$ cat src/rtl/mdio_pkg.sv
package mdio_pkg;

    typedef enum logic [3:0] {
        ST_IDLE,
        ST_SYNC,
        ST_PREAMBLE,
        ST_SOF,
        ST_OPCODE,
        ST_PHYAD,
        ST_REGAD,
        ST_TURN,
        ST_DATA,
        ST_FINISH
    } mdio_state_e;

    localparam int PRE_BITS = 32;
    localparam int SOF_BITS = 2;
    localparam int OP_BITS  = 2;
    localparam int TA_BITS  = 2;

    localparam logic [1:0] SOF_CODE = 2'b01;
    localparam logic [1:0] OP_WRITE = 2'b01;
    localparam logic [1:0] OP_READ  = 2'b10;
    localparam logic [1:0] TA_DRIVE = 2'b10;

endpackage

$ cat src/rtl/mdio_clk_gen.sv
module mdio_clk_gen #(
    parameter int CLK_DIV = 8
) (
    input  logic clk,
    input  logic rst_n,
    output logic mdc,
    output logic tick_rise,
    output logic tick_fall
);
    localparam int HALF = CLK_DIV / 2;
    localparam int CW   = (CLK_DIV > 2) ? $clog2(CLK_DIV) : 1;

    logic [CW-1:0] cnt;
    logic [CW-1:0] cnt_nxt;

    always_comb begin
        if (cnt == CW'(CLK_DIV - 1)) begin
            cnt_nxt = '0;
        end else begin
            cnt_nxt = cnt + CW'(1);
        end
        tick_rise = (cnt == CW'(HALF - 1));
        tick_fall = (cnt == CW'(CLK_DIV - 1));
    end

    always_ff @(posedge clk or negedge rst_n) begin
        if (!rst_n) begin
            cnt <= '0;
            mdc <= 1'b0;
        end else begin
            cnt <= cnt_nxt;
            mdc <= (cnt_nxt >= CW'(HALF));
        end
    end

endmodule

$ cat src/rtl/mdio_host_regs.sv
module mdio_host_regs #(
    parameter int PHY_AW = 5,
    parameter int REG_AW = 5,
    parameter int DATA_W = 16
) (
    input  logic              clk,
    input  logic              rst_n,
    input  logic              wr_en,
    input  logic              wr_sel,
    input  logic [DATA_W-1:0] wr_data,
    input  logic              done,
    input  logic              load,
    input  logic [DATA_W-1:0] load_data,
    output logic              busy,
    output logic              start,
    output logic              is_write,
    output logic [PHY_AW-1:0] phy_addr,
    output logic [REG_AW-1:0] reg_addr,
    output logic [DATA_W-1:0] data_q
);
    localparam int GO_POS  = 0;
    localparam int DIR_POS = 1;
    localparam int REG_POS = 2;
    localparam int PHY_POS = REG_POS + REG_AW;

    logic accept_cmd;
    logic accept_dat;

    always_comb begin
        accept_cmd = wr_en && !busy && !wr_sel;
        accept_dat = wr_en && !busy && wr_sel;
    end

    always_ff @(posedge clk or negedge rst_n) begin
        if (!rst_n) begin
            busy     <= 1'b0;
            start    <= 1'b0;
            is_write <= 1'b0;
            phy_addr <= '0;
            reg_addr <= '0;
        end else begin
            start <= accept_cmd && wr_data[GO_POS];
            if (accept_cmd) begin
                is_write <= wr_data[DIR_POS];
                reg_addr <= wr_data[REG_POS +: REG_AW];
                phy_addr <= wr_data[PHY_POS +: PHY_AW];
                if (wr_data[GO_POS]) begin
                    busy <= 1'b1;
                end
            end else if (done) begin
                busy <= 1'b0;
            end
        end
    end

    always_ff @(posedge clk or negedge rst_n) begin
        if (!rst_n) begin
            data_q <= '0;
        end else if (accept_dat) begin
            data_q <= wr_data;
        end else if (load) begin
            data_q <= load_data;
        end
    end

endmodule

$ cat src/rtl/mdio_frame_fsm.sv
module mdio_frame_fsm
    import mdio_pkg::*;
#(
    parameter int PHY_AW = 5,
    parameter int REG_AW = 5,
    parameter int DATA_W = 16
) (
    input  logic              clk,
    input  logic              rst_n,
    input  logic              start,
    input  logic              tick_rise,
    input  logic              tick_fall,
    input  logic              is_write,
    input  logic [PHY_AW-1:0] phy_addr,
    input  logic [REG_AW-1:0] reg_addr,
    input  logic [DATA_W-1:0] wdata,
    input  logic              mdio_i,
    output logic              mdio_o,
    output logic              mdio_oe,
    output logic              done,
    output logic              load,
    output logic [DATA_W-1:0] rdata
);
    localparam int FRAME_W = SOF_BITS + OP_BITS + PHY_AW + REG_AW + TA_BITS + DATA_W;
    localparam int MAXF    = (PRE_BITS > DATA_W) ? PRE_BITS : DATA_W;
    localparam int CNT_W   = $clog2(MAXF + 1);

    mdio_state_e        state;
    mdio_state_e        state_nxt;
    logic [CNT_W-1:0]   bit_cnt;
    logic [CNT_W-1:0]   cnt_nxt;
    logic [FRAME_W-1:0] sh;
    logic               wr_q;
    logic [DATA_W-1:0]  cap;
    logic               last_bit;
    logic               drive;

    function automatic int field_len(input mdio_state_e s);
        unique case (s)
            ST_PREAMBLE: return PRE_BITS;
            ST_SOF:      return SOF_BITS;
            ST_OPCODE:   return OP_BITS;
            ST_PHYAD:    return PHY_AW;
            ST_REGAD:    return REG_AW;
            ST_TURN:     return TA_BITS;
            ST_DATA:     return DATA_W;
            default:     return 1;
        endcase
    endfunction

    assign last_bit = (bit_cnt == CNT_W'(field_len(state) - 1));

    // next-state logic
    always_comb begin
        state_nxt = state;
        cnt_nxt   = bit_cnt;
        done      = 1'b0;
        load      = 1'b0;
        unique case (state)
            ST_IDLE: begin
                if (start) state_nxt = ST_SYNC;
            end
            ST_SYNC: begin
                if (tick_fall) begin
                    state_nxt = ST_PREAMBLE;
                    cnt_nxt   = '0;
                end
            end
            ST_PREAMBLE: begin
                if (tick_fall) begin
                    if (last_bit) begin
                        state_nxt = ST_SOF;
                        cnt_nxt   = '0;
                    end else begin
                        cnt_nxt = bit_cnt + CNT_W'(1);
                    end
                end
            end
            ST_SOF: begin
                if (tick_fall) begin
                    if (last_bit) begin
                        state_nxt = ST_OPCODE;
                        cnt_nxt   = '0;
                    end else begin
                        cnt_nxt = bit_cnt + CNT_W'(1);
                    end
                end
            end
            ST_OPCODE: begin
                if (tick_fall) begin
                    if (last_bit) begin
                        state_nxt = ST_PHYAD;
                        cnt_nxt   = '0;
                    end else begin
                        cnt_nxt = bit_cnt + CNT_W'(1);
                    end
                end
            end
            ST_PHYAD: begin
                if (tick_fall) begin
                    if (last_bit) begin
                        state_nxt = ST_REGAD;
                        cnt_nxt   = '0;
                    end else begin
                        cnt_nxt = bit_cnt + CNT_W'(1);
                    end
                end
            end
            ST_REGAD: begin
                if (tick_fall) begin
                    if (last_bit) begin
                        state_nxt = ST_TURN;
                        cnt_nxt   = '0;
                    end else begin
                        cnt_nxt = bit_cnt + CNT_W'(1);
                    end
                end
            end
            ST_TURN: begin
                if (tick_fall) begin
                    if (last_bit) begin
                        state_nxt = ST_DATA;
                        cnt_nxt   = '0;
                    end else begin
                        cnt_nxt = bit_cnt + CNT_W'(1);
                    end
                end
            end
            ST_DATA: begin
                if (tick_fall) begin
                    if (last_bit) begin
                        state_nxt = ST_FINISH;
                        cnt_nxt   = '0;
                        done      = 1'b1;
                    end else begin
                        cnt_nxt = bit_cnt + CNT_W'(1);
                    end
                end
            end
            ST_FINISH: begin
                state_nxt = ST_IDLE;
                load      = !wr_q;
            end
            default: state_nxt = ST_IDLE;
        endcase
    end

    // state register
    always_ff @(posedge clk or negedge rst_n) begin
        if (!rst_n) begin
            state   <= ST_IDLE;
            bit_cnt <= '0;
            sh      <= '0;
            wr_q    <= 1'b0;
            cap     <= '0;
        end else begin
            state   <= state_nxt;
            bit_cnt <= cnt_nxt;
            if (state == ST_IDLE && start) begin
                wr_q <= is_write;
                sh   <= {SOF_CODE, (is_write ? OP_WRITE : OP_READ),
                         phy_addr, reg_addr, TA_DRIVE, wdata};
            end else if (tick_fall && state inside {ST_SOF, ST_OPCODE, ST_PHYAD,
                                                    ST_REGAD, ST_TURN, ST_DATA}) begin
                sh <= {sh[FRAME_W-2:0], 1'b0};
            end
            if (tick_rise && state == ST_DATA && !wr_q) begin
                cap <= {cap[DATA_W-2:0], mdio_i};
            end
        end
    end

    // outputs
    always_comb begin
        drive = (state inside {ST_PREAMBLE, ST_SOF, ST_OPCODE, ST_PHYAD, ST_REGAD})
             || (wr_q && (state inside {ST_TURN, ST_DATA}));
        mdio_oe = drive;
        if (!drive || state == ST_PREAMBLE) begin
            mdio_o = 1'b1;
        end else begin
            mdio_o = sh[FRAME_W-1];
        end
        rdata = cap;
    end

endmodule

$ cat src/rtl/mdio_master.sv
module mdio_master #(
    parameter int CLK_DIV = 8,
    parameter int PHY_AW  = 5,
    parameter int REG_AW  = 5,
    parameter int DATA_W  = 16
) (
    input  logic                     clk,
    input  logic                     rst_n,
    input  logic                     host_wr_en,
    input  logic                     host_wr_sel,
    input  logic [DATA_W-1:0]        host_wr_data,
    output logic                     busy,
    output logic [PHY_AW+REG_AW:0]   cmd_reg,
    output logic [DATA_W-1:0]        data_reg,
    output logic                     mdc,
    output logic                     mdio_o,
    output logic                     mdio_oe,
    input  logic                     mdio_i
);
    logic              tick_rise;
    logic              tick_fall;
    logic              start;
    logic              is_write;
    logic [PHY_AW-1:0] phy_addr;
    logic [REG_AW-1:0] reg_addr;
    logic              done;
    logic              load;
    logic [DATA_W-1:0] rdata;

    mdio_clk_gen #(.CLK_DIV(CLK_DIV)) u_clk (
        .clk       (clk),
        .rst_n     (rst_n),
        .mdc       (mdc),
        .tick_rise (tick_rise),
        .tick_fall (tick_fall)
    );

    mdio_host_regs #(.PHY_AW(PHY_AW), .REG_AW(REG_AW), .DATA_W(DATA_W)) u_regs (
        .clk       (clk),
        .rst_n     (rst_n),
        .wr_en     (host_wr_en),
        .wr_sel    (host_wr_sel),
        .wr_data   (host_wr_data),
        .done      (done),
        .load      (load),
        .load_data (rdata),
        .busy      (busy),
        .start     (start),
        .is_write  (is_write),
        .phy_addr  (phy_addr),
        .reg_addr  (reg_addr),
        .data_q    (data_reg)
    );

    mdio_frame_fsm #(.PHY_AW(PHY_AW), .REG_AW(REG_AW), .DATA_W(DATA_W)) u_fsm (
        .clk       (clk),
        .rst_n     (rst_n),
        .start     (start),
        .tick_rise (tick_rise),
        .tick_fall (tick_fall),
        .is_write  (is_write),
        .phy_addr  (phy_addr),
        .reg_addr  (reg_addr),
        .wdata     (data_reg),
        .mdio_i    (mdio_i),
        .mdio_o    (mdio_o),
        .mdio_oe   (mdio_oe),
        .done      (done),
        .load      (load),
        .rdata     (rdata)
    );

    assign cmd_reg = {phy_addr, reg_addr, is_write};

endmodule

$ cat config.mk
export PLATFORM = sky130hd
export DESIGN_NAME = mdio_master
export DESIGN_NICKNAME = d
export VERILOG_FILES = /design/src/rtl/mdio_pkg.sv /design/src/rtl/mdio_clk_gen.sv /design/src/rtl/mdio_host_regs.sv /design/src/rtl/mdio_frame_fsm.sv /design/src/rtl/mdio_master.sv
export SDC_FILE = /design/constraint.sdc
export NUM_CORES = 1
export LEC_CHECK = 0
export CAP_MARGIN = 5
export CORE_MARGIN = 5
export CORE_UTILIZATION = 55
export DETAILED_ROUTE_END_ITERATION = 16
export PLACE_DENSITY = 0.78
export SYNTH_ARGS = -nofsm -noshare
export SYNTH_HDL_FRONTEND = slang
export SYNTH_SLANG_ARGS = --single-unit
$ cat constraint.sdc
create_clock -name clk -period 3.9 [get_ports clk]
set_input_delay 1.17 -clock clk [delete_from_list [all_inputs] [get_ports clk]]
set_output_delay 1.17 -clock clk [all_outputs]
set_load 0.1 [all_outputs]
# Yosys cells after proc, flatten, opt, wreduce, memory -nomap -nowiden
# Cells that the tools add are included.
[word_totals] out_inout_bits=31 register_bits=92 inputBits=21
[op_classes] addsub=3 n_mux=36 reduce_logical=29 n_lt_le_gt_ge=1 n_eq_ne=30
[ops] cell="32-bit two-way mux" n=2
[ops] cell="4-bit two-way mux" n=16
[ops] cell="4-bit one-hot mux with 9 select lines" n=1
[ops] cell="16-bit two-way mux" n=2
[ops] cell="2-bit by 1-bit != test with 1-bit output (second input constant)" n=16
[ops] cell="6-bit one-hot mux with 4 select lines" n=1
[ops] cell="6-bit two-way mux" n=3
[ops] cell="4-bit by 3-bit == test with 1-bit output (second input constant)" n=4
[ops] cell="16-bit AND reduction" n=1
[ops] cell="6-bit one-hot mux with 2 select lines" n=1
[ops] cell="2-bit nonzero test" n=5
[ops] cell="1-bit logical AND" n=9
[ops] cell="4-bit by 2-bit == test with 1-bit output (second input constant)" n=2
[ops] cell="4-bit == test (second input constant)" n=2
[ops] cell="1-bit two-way mux" n=8
[ops] cell="7-bit OR reduction" n=1
[ops] cell="6-bit by 1-bit adder with 6-bit output (second input constant)" n=1
[ops] cell="6-bit == test" n=1
[ops] cell="6-bit nonzero test" n=1
[ops] cell="6-bit by 1-bit subtractor with 6-bit output (second input constant)" n=1
[ops] cell="5-bit nonzero test" n=1
[ops] cell="4-bit by 1-bit == test with 1-bit output (second input constant)" n=1
[ops] cell="1-bit zero test" n=4
[ops] cell="4-bit zero test" n=1
[ops] cell="12 further kinds" n=14

# Depth between registers and ports, before layout
[depth] word_depth=10 ltp_mapped=14

# Cells and area by module
# A second synthesis with hierarchy kept.
[unflattened] hier_cells=377 hier_area_um2=4431.8
[by_module_without_submodules] mod="mdio_frame_fsm" cells_each=285 area_each_um2=2901.5 instances=1 seq_area_each_um2=1476.4
[by_module_without_submodules] mod="mdio_host_regs" cells_each=81 area_each_um2=1392.6 instances=1 seq_area_each_um2=725.7
[by_module_without_submodules] mod="mdio_clk_gen" cells_each=10 area_each_um2=130.1 instances=1 seq_area_each_um2=75.1
[by_module_without_submodules] mod="mdio_master" cells_each=1 area_each_um2=7.5 instances=1 seq_area_each_um2=0.0

# Least setup slack after synthesis
# Ideal clock, no wire load.
[synth_timing] path_kind="register -> output" from="register u_fsm.state[3]" to="output port mdio_oe" stages_incl_launch_ff=7 t_arrival_ns=2.970 slack_ns=-0.240 required_time_ns=2.730 n_path_buf=2 path_cell_list="dfrtp_1 buf_2 buf_2 nand3_1 nor2_1 nor2_1 o21ai_0"
[synth_via] elab_chain_cells=4 elab_cells_between_ends=11
[synth_lines] item="start, declared" line_no="mdio_frame_fsm.sv:28" rtl="mdio_state_e state;"
[synth_lines] item="start signal, assigned" line_no="mdio_frame_fsm.sv:157" rtl="state <= state_nxt;"
[synth_lines] item="4-bit by 3-bit == test with 1-bit output / 4-bit == test (equally long branches)" line_no="mdio_frame_fsm.sv:176" rtl="|| (wr_q && (state inside {ST_TURN, ST_DATA}));"
[synth_lines] item="2-bit nonzero test" line_no="mdio_frame_fsm.sv:176"
[synth_lines] item="1-bit logical AND" line_no="mdio_frame_fsm.sv:176"
[synth_lines] item="1-bit logical OR *" line_no="mdio_frame_fsm.sv:176"
[synth_lines] item="end, declared" line_no="mdio_master.sv:17" rtl="output logic mdio_oe,"
# Mark *: on every way between the ends. The rest lies on a longest branch, timed or not.

# Worst setup path in the final report
[layout_timing] from="register u_fsm.state[2]" to="register u_fsm.state[0]"
[layout_via] elab_chain_cells=7 elab_cells_between_ends=32
[layout_lines] item="4-bit by 3-bit == test with 1-bit output / 4-bit by 2-bit == test with 1-bit output (equally long branches)" line_no="mdio_frame_fsm.sv:39, mdio_frame_fsm.sv:59"
[layout_lines] item="3-bit OR reduction (no line) / 2-bit OR reduction (equally long branches)"
[layout_lines] item="6-bit one-hot mux with 4 select lines" line_no="mdio_frame_fsm.sv:39" rtl="unique case (s)"
[layout_lines] item="6-bit by 1-bit subtractor with 6-bit output" line_no="mdio_frame_fsm.sv:51" rtl="assign last_bit = (bit_cnt == CNT_W'(field_len(state) - 1));"
[layout_lines] item="6-bit == test" line_no="mdio_frame_fsm.sv:51"
[layout_lines] item="2-bit by 1-bit != test with 1-bit output (no line)"
[layout_lines] item="16-bit AND reduction (no line)"
# Parallel ways exist; a longest one is shown, timed or not.
# A chain may end at the register's enable or synchronous reset.

==> summary.md <==
| Metric | Value |
|---|---|
| Run status | `finished clean` |
| Setup Skew | `0.01344 ns` |
| P per Cell Area | `between 800 and 900 nW/µm²` |
| Worst path top cell family by delay | `simple AND/OR/NAND/NOR gates` |
| Most common cell after layout, fill and taps aside | `sky130_fd_sc_hd__dfrtp_1` |
| Wirelength per Cell | `approximately 16 µm` |
| RD Place Congestion | `0.8878` |
| Synthesis Warnings | `0` |
| Fill cell instance count of the final layout | `about 560` |
| H-tree lvl count | `3` |
| Count of final setup violators | `0` |
| Worst min path class | `reg2reg` |
| CP required | `4.14 ns` |
| Post-layout worst setup margin | `0.6320 ns` |
| Synthesized netlist cell count | `396` |
| Post-cts repair resize count | `0` |
| Starting density of the core | `0.5721` |
| Mapped cell area | `4194 µm²` |
| Maximum operating frequency | `0.3060 GHz` |
| Largest net degree at the start of global routing | `78` |
| Setup Fix Bufs, Post-CTS | `0` |
| CP cell instances | `inv_2, o211a_1, or3_2, ha_1, ha_1, xnor2_1, nor3_1, nand4_1, a21o_1, a221oi_2, nand2_1` |
| Crit-path most repeated cell | `sky130_fd_sc_hd__ha_1` |
| CTS tree | `built` |
| First-pass GRT wire length | `15.24 mm` |
| I/O Pins | `52` |
| Sequential fraction of the synthesis area | `0.5430` |
| Top_reg_cell synth | `sky130_fd_sc_hd__dfrtp_1` |
| Total half-perimeter wirelength after legalization and detailed placement | `6.227 mm` |
| Reg2Reg Setup Slack | `0.63 ns` |
| Total GRT Usage | `0.1958` |
| Pre-CTS setup slack | `0.6711 ns` |
| Height of the chip | `97.33 µm` |
| Mapped Avg Cell Area | `around 11 µm²` |
| Number of distinct library cell variants in the gate-level netlist after synthesis | `48` |
| Post-CTS Hold Fix Bufs | `0` |
| Classification of the worst setup path | `reg2reg` |
| Number of global-route vias before repair | `3,132` |
| Final layout net count | `468` |
| Die width | `97.33 µm` |
| Clock latency on the worst-skew pair | `0.35 ns` |
| Max stage delay on crit path | `between 0.6 and 0.7 ns` |
| Maximum clock insertion buffer count | `2` |
| Count of final max-slew check failures | `0` |
| ANT nets after route | `0` |
| Part of the cycle the worst path needs | `0.8380` |
| Footprint of the multi-input gates | `about 1800 µm²` |
| Unrepaired setup endpoints after global routing | `no` |
| Core outline area | `7331 µm²` |
| Register bit count reported by yosys | `a little over 90` |
| Clock buffer count from CTS | `9` |
| Full die area | `9472 µm²` |
| Remaining design rule violation count | `0` |
| CTS root buf | `sky130_fd_sc_hd__clkbuf_8` |
| Register Area | `2277 µm²` |
| Share of post-route cells with drive strength above 1 | `0.2175` |
| Total iterations of the first detailed-routing run | `5` |
| Crit start category | `flip-flop` |
| FFs w/ async S/R, synth | `1.000` |
| Endpoint kind of the worst setup timing path | `flip-flop` |
| Minimum hold slack | `around 0.43 ns` |
| Post-synthesis to final-layout area growth | `16.95%` |
| Number of port buffers | `51` |
| Overall power after layout | `0.004061 W` |
| Via count normalized by instance count | `5.651` |
| Number of vias after detailed routing | `3,080` |
| Normalized max-slew margin | `0.4231` |
| Global route overflow | `0` |
| Synthesized netlist net count | `around 420` |
| Count of flip-flops with a built-in enable after synthesis | `0` |
| Commonest non-fill, non-tap cells in the layout | `91 x sky130_fd_sc_hd__dfrtp_1, 60 x sky130_fd_sc_hd__nand2_1, 43 x sky130_fd_sc_hd__nor2_1` |
| Post-layout min period | `3.268 ns` |
| MaxCap Viol Count | `0` |
| Critical register-to-register path startpoint | `u_fsm.state[2]$_DFFE_PN0P_` |
| Setup TNS after final layout | `0 ns` |
| End of the worst register-to-register path | `u_fsm.state[0]$_DFFE_PN0P_` |
| Final Hold Vio Count | `0` |
| Least-Margin Pin Slew | `roughly 0.86 ns` |
| Worst VDD drop | `0.6565 mV` |
| Share of the core filled with cells | `0.6691` |
| Diodes inserted | `0` |
| Sink of the worst hold path | `u_clk.cnt[0]$_DFF_PN0_` |
| Standard cell with the maximum stage delay on the critical path | `sky130_fd_sc_hd__dfrtp_1` |
| Worst hold path startpoint | `u_clk.cnt[0]$_DFF_PN0_` |
| Leakage power figure | `2.362 nW` |
| Clock slew at reported path FFs | `0.10 ns` |
| Critical path fanouts, max | `11` |
| Crit path buffers/inverters | `1` |
| Cell count of the worst reg-to-reg path | `11` |
| Clock Sink Count | `slightly above 90` |
| Number of antenna violations at the first check in global routing | `0` |
| Worst Hold Depth | `1` |
| Crit path arrival time | `3.51 ns` |
| WL final | `around 9.0 mm` |
| Number of DRC violations after detailed-routing iteration 0 | `164` |
| Number of placement rows | `31` |
## worst reg2reg max path: cells and delay by family (launching register included)
kind / cells / cell delay, ns
and+or+nand+nor: 4 / 0.88
AOI/OAI and AO/OA: 3 / 0.86
DFF: 1 / 0.64
adders and majority gates: 2 / 0.49
buffers and inverters: 1 / 0.16
xor gates and xnor gates: 1 / 0.13
## through the flow
step	cells	cell area, µm²
2_1_floorplan	396	4194
3_3_place_gp	529	4715
3_5_place_dp	529	4715
4_1_cts	545	4905
5_1_grt	545	4905
6_report	545	4905
## metal layers
layer / vias up / part of all wire / GRT usage
met5: - / 0 / 0
met4: 0 / 0.0085 / 0.06390
met3: 8 / 0.043 / 0.04164
met2: 70 / 0.51 / 0.3264
met1: 1528 / 0.44 / 0.2557
li1: 1474 / - / -
## kinds of logic after synthesis
logic type	after synthesis	synth area share
DFF	91	0.5430
muxes	49	0.1253
buffers and inverters	32	0.03550
adders and majority gates	6	0.01790
and+or+nand+nor	135	0.1420
xor gates and xnor gates	8	0.01670
AOI/OAI and AO/OA	75	0.1196
## state kept, by name, indices dropped and copies added (netlist names)
| signal | flops |
|---|---|
| u_fsm.wr_q | 1 |
| u_fsm.state | 4 |
| u_regs.start | 1 |
| u_regs.is_write | 1 |
| u_fsm.bit_cnt | 6 |
| u_clk.cnt | 3 |
| u_regs.phy_addr | 5 |
| u_fsm.rdata | 16 |
| u_fsm.sh | 32 |
| u_regs.reg_addr | 5 |
| u_regs.data_q | 16 |
| u_regs.busy | 1 |
## final cells by class
| class | count | share of cell area |
|---|---|---|
| Multi-Input combinational cell | 273 | 0.3630 |
| Inverter | 6 | 0.004592 |
| Clock buffer | 9 | 0.02526 |
| Clock inverter | 7 | 0.01352 |
| Sequential cell | 91 | 0.4643 |
| Timing Repair Buffer | 60 | 0.1041 |
| Tap cell | 99 | 0.02526 |
## cell usage after synthesis (5+ instances only)
master,n,area share
sky130_fd_sc_hd__dfrtp_1,91,0.54
sky130_fd_sc_hd__nand2_1,60,0.054
sky130_fd_sc_hd__nor2_1,43,0.038
sky130_fd_sc_hd__mux2_2,28,0.075
sky130_fd_sc_hd__mux2i_1,21,0.050
sky130_fd_sc_hd__a21oi_1,17,0.020
sky130_fd_sc_hd__a22oi_1,17,0.030
sky130_fd_sc_hd__clkbuf_1,16,0.014
sky130_fd_sc_hd__nand3_1,11,0.013
sky130_fd_sc_hd__o21ai_0,11,0.013
sky130_fd_sc_hd__o22ai_1,8,0.012
sky130_fd_sc_hd__ha_1,6,0.018
sky130_fd_sc_hd__nor3_1,6,0.0072
sky130_fd_sc_hd__buf_2,5,0.0060
sky130_fd_sc_hd__inv_1,5,0.0045
## where the power goes
part / total [W] / internal, W / switching, W
clock: 0.000616 / 0.000249 / 0.000368
sequential: 0.00149 / 0.00121 / 0.000279
combinational: 0.00195 / 0.000498 / 0.00145
total: 0.00406 / 0.00196 / 0.00210
## worst max-delay path by stage
stage	start	cells past startpoint	end
floorplan	u_fsm.state[1]$_DFFE_PN0P_	6	mdio_o
global placement	u_fsm.state[2]$_DFFE_PN0P_	11	u_fsm.state[0]$_DFFE_PN0P_
detailed placement	u_fsm.state[2]$_DFFE_PN0P_	11	u_fsm.state[0]$_DFFE_PN0P_
CTS	u_fsm.state[2]$_DFFE_PN0P_	11	u_fsm.state[0]$_DFFE_PN0P_
global route	u_fsm.state[2]$_DFFE_PN0P_	11	u_fsm.bit_cnt[2]$_DFFE_PN0P_
finish	u_fsm.state[2]$_DFFE_PN0P_	11	u_fsm.state[0]$_DFFE_PN0P_
Note: power is estimated with default switching activity, not from simulation.
